===== src/rtl/slice_link_pkg.sv =====
package slice_link_pkg;

    localparam int unsigned BYTE_W      = 8;
    localparam int unsigned HIT_BYTES   = 8;
    localparam int unsigned STAMP_BYTES = 3;
    localparam int unsigned CTRL_W      = 3;

    localparam int unsigned SLOT_W    = BYTE_W + CTRL_W;
    localparam int unsigned SLOTS     = HIT_BYTES + STAMP_BYTES;
    localparam int unsigned FRAME_W   = SLOTS * SLOT_W;
    localparam int unsigned HIT_W     = HIT_BYTES * BYTE_W;
    localparam int unsigned STAMP_W   = STAMP_BYTES * BYTE_W;
    localparam int unsigned PAYLOAD_W = HIT_W + STAMP_W;
    localparam int unsigned CNT_W     = $clog2(FRAME_W + 1);

    // position of the control bits inside a slot, first sent is the MSB
    localparam int unsigned START_POS = SLOT_W - 1;
    localparam int unsigned KIND_POS  = SLOT_W - 2;
    localparam int unsigned PAR_POS   = SLOT_W - 3;

    typedef enum logic {
        KIND_HIT   = 1'b0,
        KIND_STAMP = 1'b1
    } byte_kind_e;

    typedef struct packed {
        logic [HIT_W-1:0]   hits;
        logic [STAMP_W-1:0] stamp;
    } slice_rec_t;

    typedef struct packed {
        slice_rec_t         rec;
        logic [SLOTS-1:0]   par_err;
        logic [SLOTS-1:0]   frm_err;
    } slice_rx_t;

    function automatic byte_kind_e kind_of_slot(int unsigned s);
        return (s >= HIT_BYTES) ? KIND_STAMP : KIND_HIT;
    endfunction

    function automatic logic [SLOT_W-1:0] wrap_byte(logic [BYTE_W-1:0] d, byte_kind_e k);
        // start 0, kind, odd parity over the data byte, data MSB first
        return {1'b0, k, ~^d, d};
    endfunction

    function automatic logic [FRAME_W-1:0] build_frame(slice_rec_t r);
        logic [PAYLOAD_W-1:0] flat;
        logic [FRAME_W-1:0]   f;
        flat = r;
        f    = '0;
        for (int unsigned s = 0; s < SLOTS; s++) begin
            f[FRAME_W-1-s*SLOT_W -: SLOT_W] =
                wrap_byte(flat[PAYLOAD_W-1-s*BYTE_W -: BYTE_W], kind_of_slot(s));
        end
        return f;
    endfunction

    function automatic slice_rx_t decode_frame(logic [FRAME_W-1:0] f);
        slice_rx_t            o;
        logic [PAYLOAD_W-1:0] flat;
        logic [SLOT_W-1:0]    sl;
        flat = '0;
        o    = '0;
        for (int unsigned s = 0; s < SLOTS; s++) begin
            sl = f[FRAME_W-1-s*SLOT_W -: SLOT_W];
            flat[PAYLOAD_W-1-s*BYTE_W -: BYTE_W] = sl[BYTE_W-1:0];
            o.par_err[s] = ~(^{sl[PAR_POS], sl[BYTE_W-1:0]});
            o.frm_err[s] = sl[START_POS] | (sl[KIND_POS] != logic'(kind_of_slot(s)));
        end
        o.rec = flat;
        return o;
    endfunction

endpackage


===== src/rtl/slice_serializer.sv =====
module slice_serializer
    import slice_link_pkg::*;
(
    input  logic               clk,
    input  logic               rst,
    input  logic               load,
    input  logic [FRAME_W-1:0] frame_in,
    output logic               busy,
    output logic               line
);

    localparam logic [CNT_W-1:0] LAST_BIT = CNT_W'(FRAME_W - 1);

    logic [FRAME_W-1:0] shreg;
    logic [CNT_W-1:0]   cnt;

    always_ff @(posedge clk) begin
        if (rst) begin
            shreg <= '1;
            cnt   <= '0;
            busy  <= 1'b0;
        end else if (load) begin
            shreg <= frame_in;
            cnt   <= '0;
            busy  <= 1'b1;
        end else if (busy) begin
            // refill with ones so the line rests high once the frame is out
            shreg <= {shreg[FRAME_W-2:0], 1'b1};
            cnt   <= cnt + CNT_W'(1);
            if (cnt == LAST_BIT) begin
                busy <= 1'b0;
            end
        end
    end

    assign line = shreg[FRAME_W-1];

endmodule


===== src/rtl/slice_deserializer.sv =====
module slice_deserializer
    import slice_link_pkg::*;
(
    input  logic               clk,
    input  logic               rst,
    input  logic               line,
    output logic               done,
    output logic [FRAME_W-1:0] frame_out
);

    localparam logic [CNT_W-1:0] LAST_BIT = CNT_W'(FRAME_W - 1);

    logic [FRAME_W-2:0] shreg;
    logic [CNT_W-1:0]   cnt;
    logic               active;

    always_ff @(posedge clk) begin
        if (rst) begin
            shreg  <= '0;
            cnt    <= '0;
            active <= 1'b0;
        end else if (!active) begin
            if (!line) begin
                shreg  <= {shreg[FRAME_W-3:0], line};
                cnt    <= CNT_W'(1);
                active <= 1'b1;
            end
        end else begin
            shreg <= {shreg[FRAME_W-3:0], line};
            cnt   <= cnt + CNT_W'(1);
            if (cnt == LAST_BIT) begin
                active <= 1'b0;
            end
        end
    end

    assign done      = active && (cnt == LAST_BIT);
    assign frame_out = {shreg, line};

endmodule


===== src/rtl/slice_link_top.sv =====
module slice_link_top
    import slice_link_pkg::*;
(
    input  logic               clk,
    input  logic               rst,
    input  logic               ld_valid,
    input  logic [HIT_W-1:0]   ld_hits,
    input  logic [STAMP_W-1:0] ld_stamp,
    output logic               tx_ready,
    output logic               tx_line,
    input  logic               rx_line,
    output logic               rx_valid,
    output logic [HIT_W-1:0]   rx_hits,
    output logic [STAMP_W-1:0] rx_stamp,
    output logic [SLOTS-1:0]   rx_par_err,
    output logic [SLOTS-1:0]   rx_frm_err
);

    logic               tx_busy;
    logic               accept;
    logic [FRAME_W-1:0] tx_frame;
    slice_rec_t         ld_rec;

    logic               rx_done;
    logic [FRAME_W-1:0] rx_frame;
    slice_rx_t          rx_q;
    logic               rx_valid_q;

    assign ld_rec   = '{hits: ld_hits, stamp: ld_stamp};
    assign tx_frame = build_frame(ld_rec);
    assign accept   = ld_valid && !tx_busy;
    assign tx_ready = !tx_busy;

    slice_serializer ser_i (
        .clk      (clk),
        .rst      (rst),
        .load     (accept),
        .frame_in (tx_frame),
        .busy     (tx_busy),
        .line     (tx_line)
    );

    slice_deserializer des_i (
        .clk       (clk),
        .rst       (rst),
        .line      (rx_line),
        .done      (rx_done),
        .frame_out (rx_frame)
    );

    always_ff @(posedge clk) begin
        if (rst) begin
            rx_q       <= '0;
            rx_valid_q <= 1'b0;
        end else begin
            rx_valid_q <= rx_done;
            if (rx_done) begin
                rx_q <= decode_frame(rx_frame);
            end
        end
    end

    assign rx_valid   = rx_valid_q;
    assign rx_hits    = rx_q.rec.hits;
    assign rx_stamp   = rx_q.rec.stamp;
    assign rx_par_err = rx_q.par_err;
    assign rx_frm_err = rx_q.frm_err;

endmodule


===== config.mk =====
export PLATFORM = sky130hd
export DESIGN_NAME = slice_link_top
export DESIGN_NICKNAME = d
export VERILOG_FILES = /design/src/rtl/slice_link_pkg.sv /design/src/rtl/slice_serializer.sv /design/src/rtl/slice_deserializer.sv /design/src/rtl/slice_link_top.sv
export SDC_FILE = /design/constraint.sdc
export NUM_CORES = 1
export LEC_CHECK = 0
export ABC_CLOCK_PERIOD_IN_PS = 5300
export BUFFER_PORTS_ARGS = -buffer_cell sky130_fd_sc_hd__buf_4
export CAP_MARGIN = 20
export CORE_MARGIN = 4
export CORE_UTILIZATION = 60
export DETAILED_ROUTE_END_ITERATION = 6
export PLACE_DENSITY_LB_ADDON = 0.2
export REMOVE_ABC_BUFFERS = 1
export SLEW_MARGIN = 20
export SYNTH_ARGS = -nofsm -noshare
export SYNTH_HDL_FRONTEND = slang
export SYNTH_SLANG_ARGS = --single-unit

===== constraint.sdc =====
create_clock -name clk -period 5.3 [get_ports clk]
set_clock_uncertainty 0.1 [all_clocks]
set_input_delay 0.265 -clock clk [delete_from_list [all_inputs] [get_ports clk]]
set_output_delay 0.265 -clock clk [all_outputs]
set_load 0.02 [all_outputs]

# Yosys cells after proc, flatten, opt, wreduce, memory -nomap -nowiden
# Cells that the tools add are included.
[totals]
output_inout_bits = 113
mem_bits_ro = 0
latch_bits = 0
register_bits = 368
ramBits = 0
word_cells = 81
n_memories = 0
input_bits = 92
[classes]
eq_ne = 3
reduce_logical = 27
order_cmp = 0
add_sub_neg = 2
multipliers = 0
div = 0
shifts = 0
n_mux = 12
n_bitwise = 25
[ops]
columns = ["op", "n"]
rows = [
  ["two-way mux 121 bit", 2],
  ["two-way mux 120 bit", 2],
  ["XOR reduction 9 bit", 11],
  ["XNOR reduction 8 bit", 11],
  ["adder 7 x 1 -> 7 bit, second input constant", 2],
  ["== test 7 bit, second input constant", 2],
  ["two-way mux 7 bit", 2],
  ["NOT 1 bit", 14],
  ["OR 1 bit", 11],
  ["two-way mux 1 bit", 6],
  ["logical AND 1 bit", 2],
  ["inequality test 2 x 1 -> 1 bit, second input constant", 1],
  ["nonzero test 2 bit", 1],
  ["OR reduction 2 bit", 1],
  ["zero test 1 bit", 1],
]

# Logic depth before layout (Yosys ltp)
[logic_depth]
depth_word = 4
ltp_mapped = 8
mapped_depth_nobuf = 6

# Modules after synthesis
# A second synthesis with hierarchy kept.
[unflattened]
cells_unflattened = 1656
area_unflattened_um2 = 16145.5
[by_module_without_submodules]
columns = ["mod", "area_per_inst_um2", "n_inst", "cells_each", "seq_area_each_um2"]
rows = [
  ["slice_serializer", 6293.5, 1, 564, 2582.5],
  ["slice_link_top", 5371.4, 1, 528, 2222.1],
  ["slice_deserializer", 4480.5, 1, 564, 2562.5],
]

# Least setup slack after synthesis
# Ideal clock, no wire load.
[synth_timing]
path_type = "reg2reg"
from = "register des_i.cnt[0]"
to = "register rx_q (netlist bit rx_frm_err[10])"
setup_time_ps = 132
period_less_slack_ps = 1755
required_ps = 5068
setup_slack_ps = 3545
stages_incl_launch_ff = 9
n_path_buf = 2
arrival_ps = 1523
path_cell_list = "dfxtp_1 -> inv_1 -> ha_1 -> nand2_1 -> or4b_1 -> buf_2 -> buf_6 -> nor3b_2 -> nor3_1"
[synth_between]
elab_chain_cells = 2
[synth_rtl]
columns = ["item", "line", "source"]
rows = [
  ["start: declaration", "slice_deserializer.sv:14", "logic [CNT_W-1:0] cnt;"],
  ["start signal: assignment", "slice_deserializer.sv:30", "cnt <= cnt + CNT_W'(1);"],
  ["== test 7 bit", "slice_deserializer.sv:37", "assign done = active && (cnt == LAST_BIT);"],
  ["logical AND 1 bit", "slice_deserializer.sv:37", ""],
  ["end signal: assignment", "slice_link_top.sv:58", "rx_q <= decode_frame(rx_frame);"],
  ["end: declaration", "slice_link_top.sv:26", "slice_rx_t rx_q;"],
]
# No other way between the ends.
# A chain may end at the register's enable or synchronous reset.

# Final worst setup path
[layout_timing]
from = "register ser_i.busy"
to = "output port tx_ready"
[layout_between]
elab_chain_cells = 1
[layout_rtl]
columns = ["item", "line", "source"]
rows = [
  ["start: declaration", "slice_serializer.sv:8", "output logic busy,"],
  ["start signal: assignment", "slice_serializer.sv:21", "busy <= 1'b0;"],
  ["start signal: assignment", "slice_serializer.sv:25", "busy <= 1'b1;"],
  ["start signal: assignment", "slice_serializer.sv:31", "busy <= 1'b0;"],
  ["zero test 1 bit", "slice_link_top.sv:32", "assign tx_ready = !tx_busy;"],
  ["end: declaration", "slice_link_top.sv:9", "output logic tx_ready,"],
]
# No other way between the ends.

==> metrics.md <==
| Metric | Value |
|---|---|
| Vias | `12.3k` |
| Clock Power Share | `0.449` |
| Min-delay src | `ld_stamp[10]` |
| CTS Buffer Depth | `3` |
| DR WL/cell | `14.2 microns` |
| Internal cell power | `4770 uW` |
| Reg power frac | `0.469` |
| Final hold vios | `0` |
| Cts hold-fix bufs | `4` |
| Fmax | `345 MHz` |
| Clock transition at path regs | `60 ps` |
| Pwr dens | `336 nW/um^2` |
| Comb pwr share | `0.083` |
| Sw Pwr | `1410 uW` |
| CTS Sinks | `368` |
| Core area | `25300 sq um` |
| First-pass GRT wire length | `roughly 55000 microns` |
| Port bufs | `204` |
| R2R setup slack | `2410 ps` |
| Clk_lat worst skew | `520 ps` |
| R2R Path End | `ser_i.cnt[5]` |
| Initial antenna violation count | `0` |
| Die area | `roughly 29000 sq um` |
| Unique masters post-synth | `34` |
| Avg Vias per Cell | `about 5.3` |
| Critical Path AT | `2540 ps` |
| Clock H-tree levels | `2` |
| Final TNS setup | `0 ps` |
| Fin cells | `2336` |
| Initial core utilization | `0.613` |
| Detailed Route WL | `33200 microns` |
| Largest net degree at the start of global routing | `between 200 and 250` |
| Sequential fraction of the synthesis area | `0.475` |
| GRT Total Usage | `0.223` |
| Post-Syn Instances | `1852` |
| Final setup violation count | `0` |
| Unrepaired setup endpoints after global routing | `false` |
| Final Cycle Share | `0.547` |
| Hold endpoint | `ser_i.shreg[13]` |
| Share of cells above drive strength 1 | `0.144` |
| Critical Path Fanout Max | `roughly 120` |
| Number of gates resized after CTS | `0` |
| Worst reg2reg path startpoint | `ser_i.busy` |
| Layout fillers | `1957` |
| #FFs+latches synth | `368` |
| Final instance area | `18400 sq um` |
| Crit path kind | `reg -> out` |
| Final Core Density | `0.726` |
| Crit path cell chain | `inv_4 > buf_4` |
| Maximum vdd drop | `between 300 and 400 uV` |
| Area Overhead vs Synth | `18.5%` |
| Antenna diode count | `0` |
| # DRC | `0` |
| Setup slack at placement | `2420 ps` |
| Path depth of the worst reg2reg path | `4` |
| Slew Viols, Final | `0` |
| Core Rows | `58` |
| IO Count | `between 200 and 250` |
| Placer congestion estimate | `0.743` |
| Max stage delay on crit path | `1020 ps` |
| Fin crit period | `2900 ps` |
| Required time of the critical path | `4930 ps` |
| Hold Path Stages | `5` |
| Nature of the critical path endpoint | `output pin` |
| DP HPWL | `20400 microns` |
| Num CTS Buffers | `40` |
| Post-CTS Setup Inserts | `0` |
| Die W | `169 microns` |
| Antenna-violating nets left | `0` |
| Placed inst area | `between 15000 and 20000 sq um` |
| Hold WC Path Type | `in -> reg` |
| Syn Area/Cell | `8.38 sq um` |
| Slew @ Worst Pin | `1090 ps` |
| First-pass iteration count of the detailed router | `4` |
| Placed Cells | `around 2.3k` |
| Yosys Warn Count | `0` |
| Number of global-route vias before repair | `11.6k` |
| CTS root buffer | `clkbuf_16` |
| P_leak | `between 0.007 and 0.008 uW` |
| 1st-iter DRT viols | `749` |
| Nets | `2074` |
| Switching share of power | `0.229` |
| Final worst setup slack | `2400 ps` |
| Die height | `169 microns` |
| Crit start category | `flip-flop` |
| Grt ovf | `0` |
| CP max-delay cell | `dfxtp_2` |
| Synthesized area | `15500 sq um` |
| Worst relative slew slack | `0.270` |
| CTS tree | `done` |
| Max-capacitance violation count | `0` |
| Status | `finished, final reports clean` |
==> power by group through the flow <==
stage	logic [uW]	registers, uW	clock network, uW
finish	511	2900	2780
global placement	499	2950	0
global route	569	2910	2950
floorplan	312	2940	0
detailed placement	506	2960	0
CTS	514	2900	2830
==> cell usage in the layout, fill, tap and decap left out, drive strengths merged, types with 2 or more instances in the layout <==
cell type,instances
dlygate4sd3,4
bufinv,2
clkinv,2
clkbuf,62
inv,9
dfxtp,368
nand3b,3
nand3,2
nor2b,2
nand2b,108
a21oi,244
o21ai,107
a211oi,12
o221ai,12
xnor3,11
xor2,25
mux2i,92
nor3,21
xnor2,125
or2,2
nand2,522
buf,214
nor3b,4
nor2,38
ha,4
nand4,5
==> state kept, by name, indices dropped and copies added, names as in the netlist <==
name	cells
ser_i.cnt	7
des_i.shreg	120
ser_i.shreg	121
rx_frm_err	11
rx_hits	64
rx_stamp	24
ser_i.busy	1
des_i.cnt	7
rx_par_err	11
des_i.active	1
rx_valid	1
==> cells in the mapped netlist, drive strengths merged <==
master / instances / area [sq um]
nand4: 5 / 31.3
nor4b: 1 / 23.8
nand2: 522 / 1960
o221ai: 12 / 105
xnor3: 11 / 248
a21oi: 244 / 1220
and3: 1 / 6.26
clkinv: 1 / 3.75
or2: 2 / 12.5
nor2b: 2 / 12.5
or3: 1 / 6.26
a41o: 1 / 10.0
nor2: 38 / 143
nand3b: 3 / 22.5
buf: 46 / 234
nor3b: 4 / 45.1
ha: 4 / 50.1
nand2b: 108 / 676
or4b: 1 / 10.0
mux2i: 92 / 921
xor2: 25 / 219
clkbuf: 88 / 330
a211oi: 12 / 90.1
nor3: 21 / 110
xnor2: 125 / 1090
inv: 5 / 18.8
o21ai: 107 / 536
nand3: 2 / 15.0
dfxtp: 368 / 7370
==> layer usage <==
layer,GRT usage,wire length (microns),part of all wire
met1,0.295,14600,0.44
met2,0.372,16000,0.48
met3,0.0514,2060,0.062
met4,0.0558,508,0.015
met5,0,0,0
==> how the worst max path moves through the flow <==
stage               startpoint            to  slack (ps)  cells after the start
floorplan           ser_i.busy  ser_i.cnt[1]        -520                      4
global placement    ser_i.busy  ser_i.cnt[1]        2490                      4
global route        ser_i.busy  ser_i.cnt[1]        2110                      4
CTS                 ser_i.busy  ser_i.cnt[5]        2390                      4
detailed placement  ser_i.busy  ser_i.cnt[6]        2420                      4
finish              ser_i.busy      tx_ready        2400                      2
==> area by class of cell <==
| class | count | area (sq um) | share of cell area |
|---|---|---|---|
| inverters | 6 | 25.0 | 0.00136 |
| multi-input cells | 1344 | 7590 | 0.412 |
| repair buffers | 218 | 1670 | 0.0906 |
| clock buffers | 62 | 1230 | 0.0671 |
| well taps | 330 | 413 | 0.0224 |
| flip-flops and latches | 368 | 7370 | 0.401 |
| clock inverters | 8 | 104 | 0.00564 |
==> worst max-delay path, delay by kind of cell (launching register included) <==
kind	cells	cell delay (ps)
buf+inv	2	960
flops	1	1020
==> cells by family (layout without fill, tap and decap cells) <==
family | count (synthesis) | after routing | synth area share
and+or+nand+nor | 711 | 711 | 0.198
xor gates and xnor gates | 161 | 161 | 0.101
AOI/OAI and AO/OA | 376 | 376 | 0.126
buffers and inverters | 140 | 294 | 0.0378
muxes | 92 | 92 | 0.0593
adders and majority gates | 4 | 4 | 0.00322
DFF | 368 | 368 | 0.475
==> through the flow <==
step / hold WS, ps / total power [uW]
after floorplan: 234 / 3250
after global placement: 338 / 3450
after detailed placement: 347 / 3460
after CTS: 0.106 / 6240
after global routing: 22.5 / 6430
final: 14.8 / 6180
Power figures use the tool's default switching activity.
